### config.mk
export PLATFORM = sky130hd
export DESIGN_NAME = uart_rx_etf
export DESIGN_NICKNAME = d
export VERILOG_FILES = /design/src/rtl/uart_rx_pkg.sv /design/src/rtl/rx_deser.sv /design/src/rtl/rx_fifo.sv /design/src/rtl/rx_idle_mon.sv /design/src/rtl/uart_rx_etf.sv
export SDC_FILE = /design/constraint.sdc
export NUM_CORES = 1
export LEC_CHECK = 0
export CAP_MARGIN = 25
export CORE_AREA = 4 4 162 164
export DETAILED_ROUTE_END_ITERATION = 7
export DIE_AREA = 0 0 166 168
export PLACE_DENSITY = 0.6
export SYNTH_ARGS = -nofsm -noshare
export SYNTH_HDL_FRONTEND = slang
export SYNTH_SLANG_ARGS = --single-unit
### constraint.sdc
create_clock -name clk -period 2.6 [get_ports clk]
set_input_delay 0.39 -clock clk [delete_from_list [all_inputs] [get_ports clk]]
set_output_delay 0.39 -clock clk [all_outputs]
set_load 0.01 [all_outputs]
### src/rtl/uart_rx_pkg.sv
package uart_rx_pkg;
  localparam int MAX_DATA = 8;

  typedef struct packed {
    logic                perr;
    logic                ferr;
    logic [MAX_DATA-1:0] data;
  } rx_entry_t;

  localparam int ENTRY_W = $bits(rx_entry_t);

  typedef enum logic [2:0] {
    S_IDLE, S_START, S_DATA, S_PAR, S_STOP
  } rx_state_t;
endpackage

### src/rtl/rx_deser.sv
module rx_deser
  import uart_rx_pkg::*;
#(
  parameter int OVS = 16
) (
  input  logic      clk,
  input  logic      rst_n,
  input  logic      en,
  input  logic      tick,
  input  logic      line,
  input  logic [1:0] cfg_len,
  input  logic      par_en,
  input  logic      par_odd,
  input  logic      two_stop,
  output logic      busy,
  output logic      fall,
  output logic      frm_valid,
  output rx_entry_t frm_entry
);
  localparam int CW = $clog2(OVS);
  localparam logic [CW-1:0] LAST = CW'(OVS - 1);
  localparam logic [CW-1:0] MID  = CW'(OVS / 2 - 1);

  rx_state_t           state;
  logic [CW-1:0]       tcnt;
  logic [3:0]          bidx;
  logic [MAX_DATA-1:0] sh;
  logic                line_q, par_bit, ferr_acc, stop_seen;
  logic [3:0]          nbits;
  logic [MAX_DATA-1:0] dat;
  logic                ferr_now, sample;

  assign nbits    = 4'd5 + {2'b00, cfg_len};
  assign dat      = sh >> (4'd8 - nbits);
  assign ferr_now = ferr_acc | ~line;
  assign sample   = tick && (tcnt == LAST);
  assign fall     = line_q & ~line;
  assign busy     = (state != S_IDLE);

  always_ff @(posedge clk or negedge rst_n) begin
    if (!rst_n) begin
      state     <= S_IDLE;
      tcnt      <= '0;
      bidx      <= '0;
      sh        <= '0;
      line_q    <= 1'b1;
      par_bit   <= 1'b0;
      ferr_acc  <= 1'b0;
      stop_seen <= 1'b0;
      frm_valid <= 1'b0;
      frm_entry <= '0;
    end else begin
      line_q    <= line;
      frm_valid <= 1'b0;
      if (tick && state != S_IDLE && !sample) tcnt <= tcnt + 1'b1;
      if (!en) begin
        state <= S_IDLE;
      end else begin
        case (state)
          S_IDLE: if (fall) begin
            state <= S_START;
            tcnt  <= '0;
          end
          S_START: if (tick && tcnt == MID) begin
            tcnt <= '0;
            if (!line) begin
              state     <= S_DATA;
              bidx      <= '0;
              ferr_acc  <= 1'b0;
              stop_seen <= 1'b0;
            end else begin
              state <= S_IDLE;
            end
          end
          S_DATA: if (sample) begin
            tcnt <= '0;
            sh   <= {line, sh[MAX_DATA-1:1]};
            if (bidx == nbits - 4'd1) state <= par_en ? S_PAR : S_STOP;
            else bidx <= bidx + 4'd1;
          end
          S_PAR: if (sample) begin
            tcnt    <= '0;
            par_bit <= line;
            state   <= S_STOP;
          end
          S_STOP: if (sample) begin
            tcnt <= '0;
            if (two_stop && !stop_seen) begin
              stop_seen <= 1'b1;
              ferr_acc  <= ferr_now;
            end else begin
              frm_valid      <= 1'b1;
              frm_entry.data <= dat;
              frm_entry.ferr <= ferr_now;
              frm_entry.perr <= par_en && (par_bit != ((^dat) ^ par_odd));
              state          <= S_IDLE;
            end
          end
          default: state <= S_IDLE;
        endcase
      end
    end
  end
endmodule

### src/rtl/rx_fifo.sv
module rx_fifo #(
  parameter int DEPTH = 16,
  parameter int W     = 10
) (
  input  logic                       clk,
  input  logic                       rst_n,
  input  logic                       push,
  input  logic [W-1:0]               din,
  input  logic                       pop,
  output logic [W-1:0]               dout,
  output logic                       full,
  output logic                       nonempty,
  output logic [$clog2(DEPTH+1)-1:0] count
);
  localparam int AW = $clog2(DEPTH);
  localparam int CNTW = $clog2(DEPTH + 1);

  logic [W-1:0]  mem [DEPTH];
  logic [AW-1:0] wr_ptr, rd_ptr;
  logic          do_push, do_pop;

  assign full     = (count == CNTW'(DEPTH));
  assign nonempty = (count != '0);
  assign do_push  = push && !full;
  assign do_pop   = pop && nonempty;
  assign dout     = mem[rd_ptr];

  always_ff @(posedge clk) begin
    if (do_push) mem[wr_ptr] <= din;
  end

  always_ff @(posedge clk or negedge rst_n) begin
    if (!rst_n) begin
      wr_ptr <= '0;
      rd_ptr <= '0;
      count  <= '0;
    end else begin
      if (do_push) wr_ptr <= (wr_ptr == AW'(DEPTH - 1)) ? '0 : wr_ptr + 1'b1;
      if (do_pop)  rd_ptr <= (rd_ptr == AW'(DEPTH - 1)) ? '0 : rd_ptr + 1'b1;
      count <= count + CNTW'(do_push) - CNTW'(do_pop);
    end
  end
endmodule

### src/rtl/rx_idle_mon.sv
module rx_idle_mon #(
  parameter int LIMIT = 512
) (
  input  logic clk,
  input  logic rst_n,
  input  logic en,
  input  logic tick,
  input  logic busy,
  input  logic nonempty,
  input  logic fall,
  input  logic clr,
  output logic irq
);
  localparam int TW = $clog2(LIMIT + 1);

  logic [TW-1:0] tcnt;
  logic          wake_q, to_q;

  always_ff @(posedge clk or negedge rst_n) begin
    if (!rst_n) begin
      wake_q <= 1'b0;
      to_q   <= 1'b0;
      tcnt   <= '0;
    end else begin
      if (clr || en) wake_q <= 1'b0;
      else if (fall) wake_q <= 1'b1;

      if (!en || busy || !nonempty) begin
        tcnt <= '0;
        to_q <= 1'b0;
      end else if (tick && !to_q) begin
        if (tcnt == TW'(LIMIT - 1)) to_q <= 1'b1;
        else tcnt <= tcnt + 1'b1;
      end
    end
  end

  assign irq = (wake_q & ~en) | (to_q & en & nonempty);
endmodule

### src/rtl/uart_rx_etf.sv
module uart_rx_etf
  import uart_rx_pkg::*;
#(
  parameter int DEPTH     = 16,
  parameter int OVS       = 16,
  parameter int IDLE_BITS = 32
) (
  input  logic       clk,
  input  logic       rst_n,
  input  logic       os_tick,
  input  logic       rx_en,
  input  logic       rx_line,
  input  logic [1:0] cfg_len,
  input  logic       cfg_par_en,
  input  logic       cfg_par_odd,
  input  logic       cfg_two_stop,
  output logic       m_valid,
  input  logic       m_ready,
  output logic [7:0] m_data,
  output logic       m_perr,
  output logic       m_ferr,
  output logic       stat_overrun,
  input  logic       stat_clr,
  output logic       irq_half,
  output logic       irq_rxstat
);
  localparam int CNTW = $clog2(DEPTH + 1);

  logic [1:0]      sync_q;
  logic            busy, fall, frm_valid, full, nonempty;
  rx_entry_t       frm_entry, head;
  logic [CNTW-1:0] count;

  always_ff @(posedge clk or negedge rst_n) begin
    if (!rst_n) sync_q <= 2'b11;
    else        sync_q <= {sync_q[0], rx_line};
  end

  rx_deser #(.OVS(OVS)) u_deser (
    .clk(clk), .rst_n(rst_n), .en(rx_en), .tick(os_tick), .line(sync_q[1]),
    .cfg_len(cfg_len), .par_en(cfg_par_en), .par_odd(cfg_par_odd),
    .two_stop(cfg_two_stop), .busy(busy), .fall(fall),
    .frm_valid(frm_valid), .frm_entry(frm_entry)
  );

  rx_fifo #(.DEPTH(DEPTH), .W(ENTRY_W)) u_fifo (
    .clk(clk), .rst_n(rst_n), .push(frm_valid), .din(frm_entry),
    .pop(m_valid && m_ready), .dout(head), .full(full),
    .nonempty(nonempty), .count(count)
  );

  rx_idle_mon #(.LIMIT(IDLE_BITS * OVS)) u_idle (
    .clk(clk), .rst_n(rst_n), .en(rx_en), .tick(os_tick), .busy(busy),
    .nonempty(nonempty), .fall(fall), .clr(stat_clr), .irq(irq_rxstat)
  );

  always_ff @(posedge clk or negedge rst_n) begin
    if (!rst_n)                 stat_overrun <= 1'b0;
    else if (stat_clr)          stat_overrun <= 1'b0;
    else if (frm_valid && full) stat_overrun <= 1'b1;
  end

  assign m_valid  = nonempty;
  assign m_data   = head.data;
  assign m_perr   = head.perr;
  assign m_ferr   = head.ferr;
  assign irq_half = (count > CNTW'(DEPTH / 2));
endmodule

[Yosys cells after proc, flatten, opt, wreduce, memory -nomap -nowiden]
Memory sizes are Yosys's and may differ from the RTL's.
Index checks and enable logic that the tools add are counted.
Word-level totals
  bits in registers: 62
  RAM bits: 160
  input bits: 12
  output and inout bits: 14
  logic and storage cells: 156
  memories kept: 1
Cells by class
  $add $sub $neg: 10
  magnitude comparators: 1
  equality and inequality tests: 26
  shift-type cells: 1
  mux-type cells: 48
  bitwise logic cells: 10
  reductions and logical operators: 39
Memory list
  u_fifo.mem: words 16, bits a word 10, read ports 1, clocked after Yosys merged registers in 0, write ports 1, RTL line rx_fifo.sv:18  | logic [W-1:0] mem [DEPTH];
Operators with widths (number)
  $mux 4: 11
  $mux 10: 3
  $mux 3: 9
  $mux 1: 19
  $add 4x1->4 const B: 4
  $ne 3x2->1 const B: 5
  $pmux 3 s5: 1
  $eq 4x4->1 const B: 3
  $pmux 4 s3: 1
  $reduce_and 6->1: 2
  $reduce_bool 2->1: 6
  $logic_and 1x1->1: 11
  $add 10x1->10 const B: 1
  $eq 10x9->1 const B: 1
  $ne 2x1->1 const B: 5
  $pmux 4 s2: 1
  $reduce_xor 8->1: 1
  $shr 8x4->8: 1
  $reduce_and 7->1: 1
  $eq 3x2->1 const B: 2
  $logic_not 1->1: 6
  $ne 3x3->1 const B: 2
  $reduce_and 3->1: 2
  $add 5x1->5: 1
  other kinds (25): 36

[Depth between registers and ports, before layout]
Gate-level depths: netlist of run 1.
  depth in word-level cells: 8
  gate-level depth with buffers: 15
  depth with buffers taken out: 15

[Cells and area by module]
Synthesis of run 1 repeated with hierarchy kept, for this count alone.
Unflattened totals
  cells, all modules: 678
  area, all modules: 9939.5 µm²
By module, submodules not included
  rx_fifo: times used 1, cells each 384, area an instance 7005.5 µm², sequential area each 5129.9 µm²
  rx_deser: times used 1, cells each 215, area an instance 2162.1 µm², sequential area each 852.1 µm²
  rx_idle_mon: times used 1, cells each 70, area an instance 665.6 µm², sequential area each 300.3 µm²
  uart_rx_etf: times used 1, cells each 9, area an instance 106.4 µm², sequential area each 77.6 µm²

[Least setup slack after synthesis of run 1]
Ideal clock, no wire load.
  path kind: register to register
  start: reg u_fifo.count[2]
  end: reg u_fifo.count[4]
  setup time: 0.125 ns
  arrival: 2.286 ns
  required time: 2.475 ns
  slack: 0.189 ns
  stages on the path, launching flop included: 16
  path buffers: 0
  clock period less this slack: 2.411 ns
  cell sequence: dfrtp_1 inv_1 ha_1 nand3_1 nand2_1 inv_1 ha_1 inv_1 ha_1 inv_1 fa_1 inv_1 a21oi_1 nor2_1 nor2_1 xor2_1
Between the ends
  elaborated cells on any way between the ends: 8
  classes of those cells: 2 x add/sub; 1 x eq/ne; 5 x reduce/logical
RTL lines
  start, declared: RTL line rx_fifo.sv:13  | output logic [$clog2(DEPTH+1)-1:0] count
  start signal, assigned: RTL line rx_fifo.sv:40  | count <= count + CNTW'(do_push) - CNTW'(do_pop);
  $reduce_bool 5->1 *: RTL line rx_fifo.sv:23  | assign nonempty = (count != '0);
  named net m_valid: RTL line uart_rx_etf.sv:17  | output logic m_valid,
  $logic_and 1x1->1: RTL line uart_rx_etf.sv:48  | .pop(m_valid && m_ready), .dout(head), .full(full),
  $logic_and 1x1->1 *: RTL line rx_fifo.sv:25  | assign do_pop = pop && nonempty;
  named net u_fifo.do_pop: RTL line rx_fifo.sv:20  | logic do_push, do_pop;
  $sub 5x1->5 *: RTL line rx_fifo.sv:40
The timed path passes the listed nets; every way through them passes the cells marked *.
A chain may end at the register's enable or synchronous reset.

[Worst setup path after layout of run 1]
  start: reg u_fifo.rd_ptr[0]
  end: out m_perr
Between the ends
  longest elaborated chain between the ends: 1
Ends and longest elaborated chain
  start, declared: RTL line rx_fifo.sv:19  | logic [AW-1:0] wr_ptr, rd_ptr;
  start signal, assigned: RTL line rx_fifo.sv:39  | if (do_pop) rd_ptr <= (rd_ptr == AW'(DEPTH - 1)) ? '0 : rd_ptr + 1'b1;
  $mem_v2 16x10
  end, declared: RTL line uart_rx_etf.sv:20  | output logic m_perr,
Every way passes these cells.

==> results by group, run 1 <==
Run
  • Max-Cap Viols: 0

Critical path
  • Critical path class: register to primary output
  • Critical Path RT: 2.21 ns
  • Max FO, Critical Path: 5
  • R2r endpoint: u_fifo.count[4]$_DFF_PN0_
  • Reg2reg start: u_fifo.count[3]$_DFF_PN0_
  • R2r setup slk: approximately 0.20 ns
  • Critical Path Start: u_fifo.rd_ptr[0]$_DFFE_PN0P_
  • CP Launch Type: register
  • R2R cell count: 15
  • Crit path capture type: primary output
  • WP data arrival: about 2.4 ns

Synth
  • Synth warn: 0
  • Async SR Flop Fraction: 27.93%
  • Syn Inst Count: between 600 and 700
  • Synthesis-stage register bit count: 222
  • Netlist cell types: 66
  • Number of synthesized flops with an enable pin: 160
  • Syn_nets: between 600 and 700
  • Share of the synthesized area in the top cell type: around half
  • Synth Cell Area: 9747 um^2
  • Most used DFF post-synth: edfxtp_1
  • Cell taking the most area after synthesis: edfxtp_1
  • Seq/Total Area, Yosys: 65.25%
  • Synthesized area per cell: 15.28 um^2
  • Largest cells by area after synthesis: edfxtp_1 (49%), dfrtp_1 (15%), mux4_2 (7.2%)

Detailed routing
  • Vias post-DR: approximately 5.7k
  • Starting DRT DRC Count: 489
  • Number of routed nets with antenna violations: 0
  • Routed wire per std cell: 19.87 um
  • Residual DRC: 0
  • Detailed Route WL: 21320 um
  • Via-to-Cell Ratio: ~5.3
  • Pre-antenna DRT Iters: 5

Floorplan
  • Chip width: ~170 um
  • Initial Utilization: 39.16%
  • Die area: between 20000 and 30000 um^2
  • I/O Pins: 26
  • Core box area: 24890 um^2
  • Cell Rows: 58
  • Die Ht: 168 um

Power
  • Clock share of power: 30.9%
  • Int Pwr: just over 7000 uW
  • Gate power share: between 20 and 30%
  • Net load switching power: roughly 2800 uW
  • VDD IR max: 0.4930 mV
  • Cell Pwr Density: 840.6 nW/um^2
  • Switch share: 28.53%
  • Leak: 0.004551 uW
  • Share of total power in sequential cells: 41.2%

Global routing
  • Number of global-route vias before repair: 5915
  • Global-route wire length before repair: 33620 um
  • Initial antenna violation count: 0
  • GRT Total Usage: 15.18%
  • Largest net degree at the start of global routing: 25
  • GRT overflow: 0

Min path
  • Hold Path Class: input pin to register
  • WHS Endpoint: sync_q[0]$_DFF_PN1_
  • Hold path cells: 1
  • Worst hold start: rx_line

Place
  • DP Worst Slack: -0.1833 ns
  • DP HPWL: 14110 um
  • GPL Wtd Cong: 0.8112
  • Port Buf Inserts: 25
  • Placed cell areas: 10690 um^2

Finish
  • Proportion of layout cells with a drive suffix above 1: 27.99%
  • Most common cell after layout, fill and taps aside: edfxtp_1
  • Multi-input logic area: about 3300 um^2
  • Synth-to-layout area growth: 20.95%
  • Fill cells: 2147
  • Diode count: 0
  • Commonest cells after routing, fill and taps aside: edfxtp_1 (160), dfrtp_1 (58), buf_4 (48)
  • Fin nets: 757
  • Sequential Area: 6361 um^2
  • Post-Layout Inst Area: about 12000 um^2

STA
  • Worst slew margin relative to its limit: 51.63%
  • Fin crit share: 108.7%
  • Setup violations, final: 10
  • RSZ-0062 raised after global routing: yes
  • Post-layout minimum cycle time: 2.826 ns
  • Fmax: 353.9 MHz
  • Worst-Margin Slew: 0.7255 ns
  • Setup ws final: -0.2258 ns
  • Sum of negative setup slack: -1.896 ns
  • Final slew viol count: 0
  • Fin. Hold Viols: 0
  • Max Clock Skew: 0.01736 ns

Clock network
  • CTS H-tree depth: 1
  • Number of CTS-inserted buffers: 24
  • Clk Tree Root Cell: clkbuf_16
  • Clock slew at reported path FFs: 0.06 ns
  • CTS tree: yes
  • Worst skew pair latency: just over 0.5 ns
  • Clk buf depth: 3
  • Clk sinks: 222

Run status
  • Failing checks: setup timing
  • Status: finished, violations left
==> synth_stat cells (all sizes together) (3+ instances only) <==
master	count
a211oi	4
a21o	10
a21oi	14
a221o	8
a22oi	4
and2	11
and3b	3
buf	12
clkbuf	18
dfrtp	59
dfstp	3
edfxtp	160
ha	18
inv	22
mux2	36
mux2i	3
mux4	35
nand2	34
nand2b	4
nand3	15
nand4	5
nor2	38
nor2b	15
nor3	8
nor3b	3
o21ai	22
o221a	3
o22ai	9
xnor2	13
xor2	9
==> sequential cells by signal (all words and copies together) (netlist names), 3 cells and up <==
| name | cells |
|---|---|
| u_fifo.count | 5 |
| u_deser.bidx | 4 |
| u_deser.state | 3 |
| u_fifo.rd_ptr | 4 |
| u_deser.tcnt | 4 |
| u_fifo.mem | 160 |
| u_deser.sh | 8 |
| u_deser.frm_entry | 10 |
| u_idle.tcnt | 10 |
| u_fifo.wr_ptr | 4 |
==> stage by stage <==
step	std cells	util [%]	power [uW]	hold slack (ns)
after floorplan	638	-	5507	0.09441
after global placement	1009	42.80	6361	0.3503
after detailed placement	1013	42.95	6436	0.3485
after CTS	1071	47.06	9909	0.2770
after global routing	1073	47.36	10440	0.2764
final	1073	47.36	9909	0.2950
==> worst max-delay path, cell delays in order (launching register included) <==
cell and delay [ns]:
dfrtp_2 0.47, buf_12 0.16, buf_6 0.12, mux2_4 0.30
o22ai_4 0.16, nor2_2 0.08, a21o_1 0.21, a221o_1 0.29
buf_2 0.14
==> power by group through the flow <==
stage,Clock [uW],Sequential [uW],Combinational [uW]
final,3060,4080,2770
after global routing,3310,4100,3020
after CTS,3140,4070,2700
after detailed placement,0,4130,2300
after global placement,0,4120,2240
after floorplan,0,4010,1490
==> worst max-delay path by stage <==
stage          cells past startpoint                               end  slack (ns)
6_report                           8                            m_perr       -0.23
5_1_grt                            8                         m_data[5]       -0.32
4_1_cts                            8                            m_ferr       -0.29
3_5_place_dp                       7  u_deser.frm_entry[9]$_DFFE_PN0P_       -0.18
3_3_place_gp                       7  u_deser.frm_entry[9]$_DFFE_PN0P_       -0.14
2_1_floorplan                     15         u_fifo.count[4]$_DFF_PN0_        0.19
==> logic make-up (layout without fill, tap and decap cells) <==
kind of cell             Yosys count  in the layout  synth area share (%)
AO/OA/AOI/OAI                     93             93                 6.585
XOR/XNOR                          24             24                 2.516
adder cells (fa/ha/maj)           19             19                 2.516
buffers and inverters             53            158                 2.298
flip-flops                       222            222                 65.25
multiplexers                      74             74                 12.71
AND/OR/NAND/NOR                  153            153                 8.126
==> area by class of cell <==
class	instances	area share, %
Clock buffer	34	5.583
Clock inverter	9	0.4670
Inverter	23	0.7429
Multi-Input combinational cell	363	28.37
Sequential cell	222	53.96
Tap cell	330	3.502
Timing Repair Buffer	92	7.376
==> layer usage <==
layer,wire (um),global-route usage (%),vias to the layer above
met5,0,0,-
met4,449,3.228,0
met3,972,2.066,34
met2,10580,25.85,149
met1,9316,21.09,2931
li1,-,-,2617
==> repair_timing <==
action / CTS / global route
pin swaps: 14 / 8
setup endpoints to repair: 10 / 11
hold buffers: 1 / 0
gates cloned: 2 / 1
buffers inserted: 13 / 2
hold endpoints to repair: 18 / 0
gates resized for setup: 83 / 10
Power figures use the tool's default switching activity.
==> run 2, diff against run 1 <==
- CORE_AREA: 4 4 162 164 -> 2 2 160 162
- DIE_AREA: 0 0 166 168 -> 0 0 162 164
==> run 2 against run 1 <==
  * The flow still finishes with violations (setup timing)
  * Utilization up 0.10 points
  * Final cell count fell by 0.47%
  * Final area about the same
  * Flip-flop and latch count stayed put
  * Non-clock buffer count fell by 5
  * Sequential share of layout area about the same
  * Routed wire length is 3.5% lower
  * Die area shrank 4.7%
  * Highest routed layer unchanged
==> results by group, run 2 (synthesis results as in run 1) <==
Detailed routing
  • Routed wire per std cell: 19.27 um (-3.0%)
  • Pre-antenna DRT Iters: 4 (-1)
  • Vias post-DR: 5633 (-1.7%)
  • Detailed Route WL: 20580 um (-3.5%)
  • Via-to-Cell Ratio: 5.274 (-1.2%)
  • Residual DRC: 0 (unchanged)
  • Starting DRT DRC Count: 367 (-25%)
  • Number of routed nets with antenna violations: 0 (unchanged)

Clock network
  • CTS H-tree depth: 1 (unchanged)
  • CTS tree: yes
  • Clk Tree Root Cell: clkbuf_16
  • Clock slew at reported path FFs: 0.06 ns (about the same)
  • Clk sinks: 222 (unchanged)
  • Number of CTS-inserted buffers: 24 (unchanged)
  • Worst skew pair latency: 0.52 ns (about the same)
  • Clk buf depth: 3 (unchanged)

STA
  • Fin. Hold Viols: 0 (unchanged)
  • Fin crit share: 110.8% (+2.1 points)
  • Final slew viol count: 0 (unchanged)
  • Worst-Margin Slew: 0.7639 ns (+0.03837 ns)
  • Fmax: 347.1 MHz (-1.9%)
  • Sum of negative setup slack: -2.274 ns (-0.3782 ns)
  • Setup violations, final: 10 (unchanged)
  • Hold slack: 0.2853 ns (-0.009636 ns)
  • Post-layout minimum cycle time: 2.881 ns (+0.05506 ns)
  • Max Clock Skew: 0.01510 ns (-0.002260 ns)
  • Setup ws final: -0.2808 ns (-0.05506 ns)
  • RSZ-0062 raised after global routing: yes
  • Worst slew margin relative to its limit: 49.07% (-2.6 points)

Floorplan
  • Core box area: 24820 um^2 (-0.29%)
  • Initial Utilization: 39.27% (+0.11 points)
  • Chip width: 162 um (-2.4%)
  • Die area: 26570 um^2 (-4.7%)
  • Die Ht: 164 um (-2.4%)
  • I/O Pins: 26 (unchanged)
  • Cell Rows: 58 (unchanged)

Global routing
  • GRT overflow: 0 (unchanged)
  • Met3 Usage GRT: 2.727% (+0.66 points)
  • Met2 Usage GRT: 27.25% (+1.4 points)
  • Number of global-route vias before repair: 5837 (-1.3%)
  • Global routing's busiest layer: met2
  • Met1 capacity usage during global routing: 21.28% (+0.19 points)
  • Largest net degree at the start of global routing: 39 (+56%)
  • Global-route wire length before repair: 32810 um (-2.4%)
  • GRT Total Usage: 16.04% (+0.86 points)
  • Initial antenna violation count: 0 (unchanged)

Run status
  • Status: finished, violations left
  • Failing checks: setup timing

Place
  • Port Buf Inserts: 25 (unchanged)
  • DP HPWL: 13700 um (-2.9%)
  • GPL Wtd Cong: 0.8313 (+2.5%)

Finish
  • Top flop regs: u_fifo.mem: 160 flops, u_deser.frm_entry: 10 flops, u_idle.tcnt: 10 flops
  • Max reg flops: 160 (unchanged)
  • Synth-to-layout area growth: 20.86% (about the same)
  • Most common cell after layout, fill and taps aside: edfxtp_1
  • Fin nets: 752 (-0.66%)
  • Fill cells: 2183 (+1.7%)
  • Commonest cells after routing, fill and taps aside: edfxtp_1 (160), dfrtp_1 (58), buf_4 (46)
  • Diode count: 0 (unchanged)
  • Largest reg by FF count: u_fifo.mem
  • Proportion of layout cells with a drive suffix above 1: 28.73% (+0.73 points)

Critical path
  • CP top delay family: multiplexers
  • CP Launch Type: register
  • R2r endpoint: u_fifo.count[4]$_DFF_PN0_
  • Crit path max-delay cell type: mux4_2
  • R2r setup slk: 0.26 ns (+0.06 ns)
  • Max FO, Critical Path: 7 (+2)
  • Reg2reg start: u_fifo.count[2]$_DFF_PN0_
  • Most common cell on crit path: buf_12
  • R2R cell count: 15 (unchanged)
  • Worst path cell trace: buf_8 -> buf_12 -> buf_12 -> mux4_2 -> a21o_1 -> a221o_1 -> buf_2
  • Max incr delay on CP: 0.52 ns (+0.05 ns)
  • WP data arrival: 2.49 ns (+0.05 ns)
  • Crit path capture type: primary output
  • Critical path class: register to primary output
  • CP Buf/Inv Count: 4 (+1)
  • Worst path depth: 7 (-1)
  • Critical Path RT: 2.21 ns (about the same)

Power
  • Cell Pwr Density: 867.3 nW/um^2 (+3.2%)
  • VDD IR max: 0.6313 mV (+28%)
  • Leak: 0.004558 uW (+0.16%)

Min path
  • Worst hold start: rx_line
  • Hold path cells: 1 (unchanged)
  • Hold Path Class: input pin to register
  • WHS Endpoint: sync_q[0]$_DFF_PN1_

Run
  • Max-Cap Viols: 0 (unchanged)
run 2: changes by cell type in the layout (fill, tap and decap cells not counted), sizes merged:
cell    delta
inv        +1
bufinv     +5
buf        -4
clkbuf     -7
run 2: report_power, final:
| part | leakage [uW] | internal [uW] | switching [uW] |
|---|---|---|---|
| clock network | 0.000408 | 2200 | 1380 |
| registers | 0.00238 | 3880 | 185 |
| logic | 0.00177 | 1310 | 1260 |
| total | 0.00456 | 7390 | 2820 |
run 2: worst max path at each step:
stage | end | from | slack (ns)
after floorplan | u_fifo.count[4]$_DFF_PN0_ | u_fifo.count[2]$_DFF_PN0_ | 0.19
after global placement | u_deser.frm_entry[9]$_DFFE_PN0P_ | cfg_len[1] | -0.18
after detailed placement | u_deser.frm_entry[9]$_DFFE_PN0P_ | cfg_len[1] | -0.20
after CTS | m_data[7] | u_fifo.rd_ptr[0]$_DFFE_PN0P_ | -0.34
after global routing | m_data[7] | u_fifo.rd_ptr[0]$_DFFE_PN0P_ | -0.34
final | m_data[7] | u_fifo.rd_ptr[0]$_DFFE_PN0P_ | -0.28
run 2: cell type report:
cell class | instances | area, um^2 | share of cell area (%)
clock buffer | 28 | 615.6 | 5.226
timing repair buffer | 87 | 815.8 | 6.925
inverter | 23 | 87.58 | 0.7435
tap | 330 | 412.9 | 3.505
clock inverter | 15 | 220.2 | 1.869
sequential | 222 | 6361 | 54.00
multi-input combinational | 363 | 3267 | 27.73
run 2: repair_timing:
action	in CTS	in global routing
setup buffers	11	5
gates resized for setup	59	20
endpoints found under the hold margin	21	0
setup endpoints to repair	10	12
hold buffers	1	0
pin swaps	8	10
cloned	2	0
run 2: layer usage:
layer  up-vias  part of all wire, %
met2       120                   48
met1      2857                   44
met5         -                    0
met4         0                  3.1
met3        43                  3.9
li1       2613                    -
run 2: through the flow:
| stage | area, um^2 | utilization, % | setup WS (ns) | std cells | total power (uW) |
|---|---|---|---|---|---|
| after floorplan | 9747 | - | 0.1890 | 638 | 5507 |
| after CTS | 11710 | 47.18 | -0.3395 | 1065 | 10220 |
| after detailed placement | 10670 | 42.99 | -0.1961 | 1008 | 6355 |
| final | 11780 | 47.46 | -0.2808 | 1068 | 10220 |
| after global routing | 11780 | 47.46 | -0.3378 | 1068 | 10690 |
| after global placement | 10670 | 42.99 | -0.1827 | 1008 | 6293 |
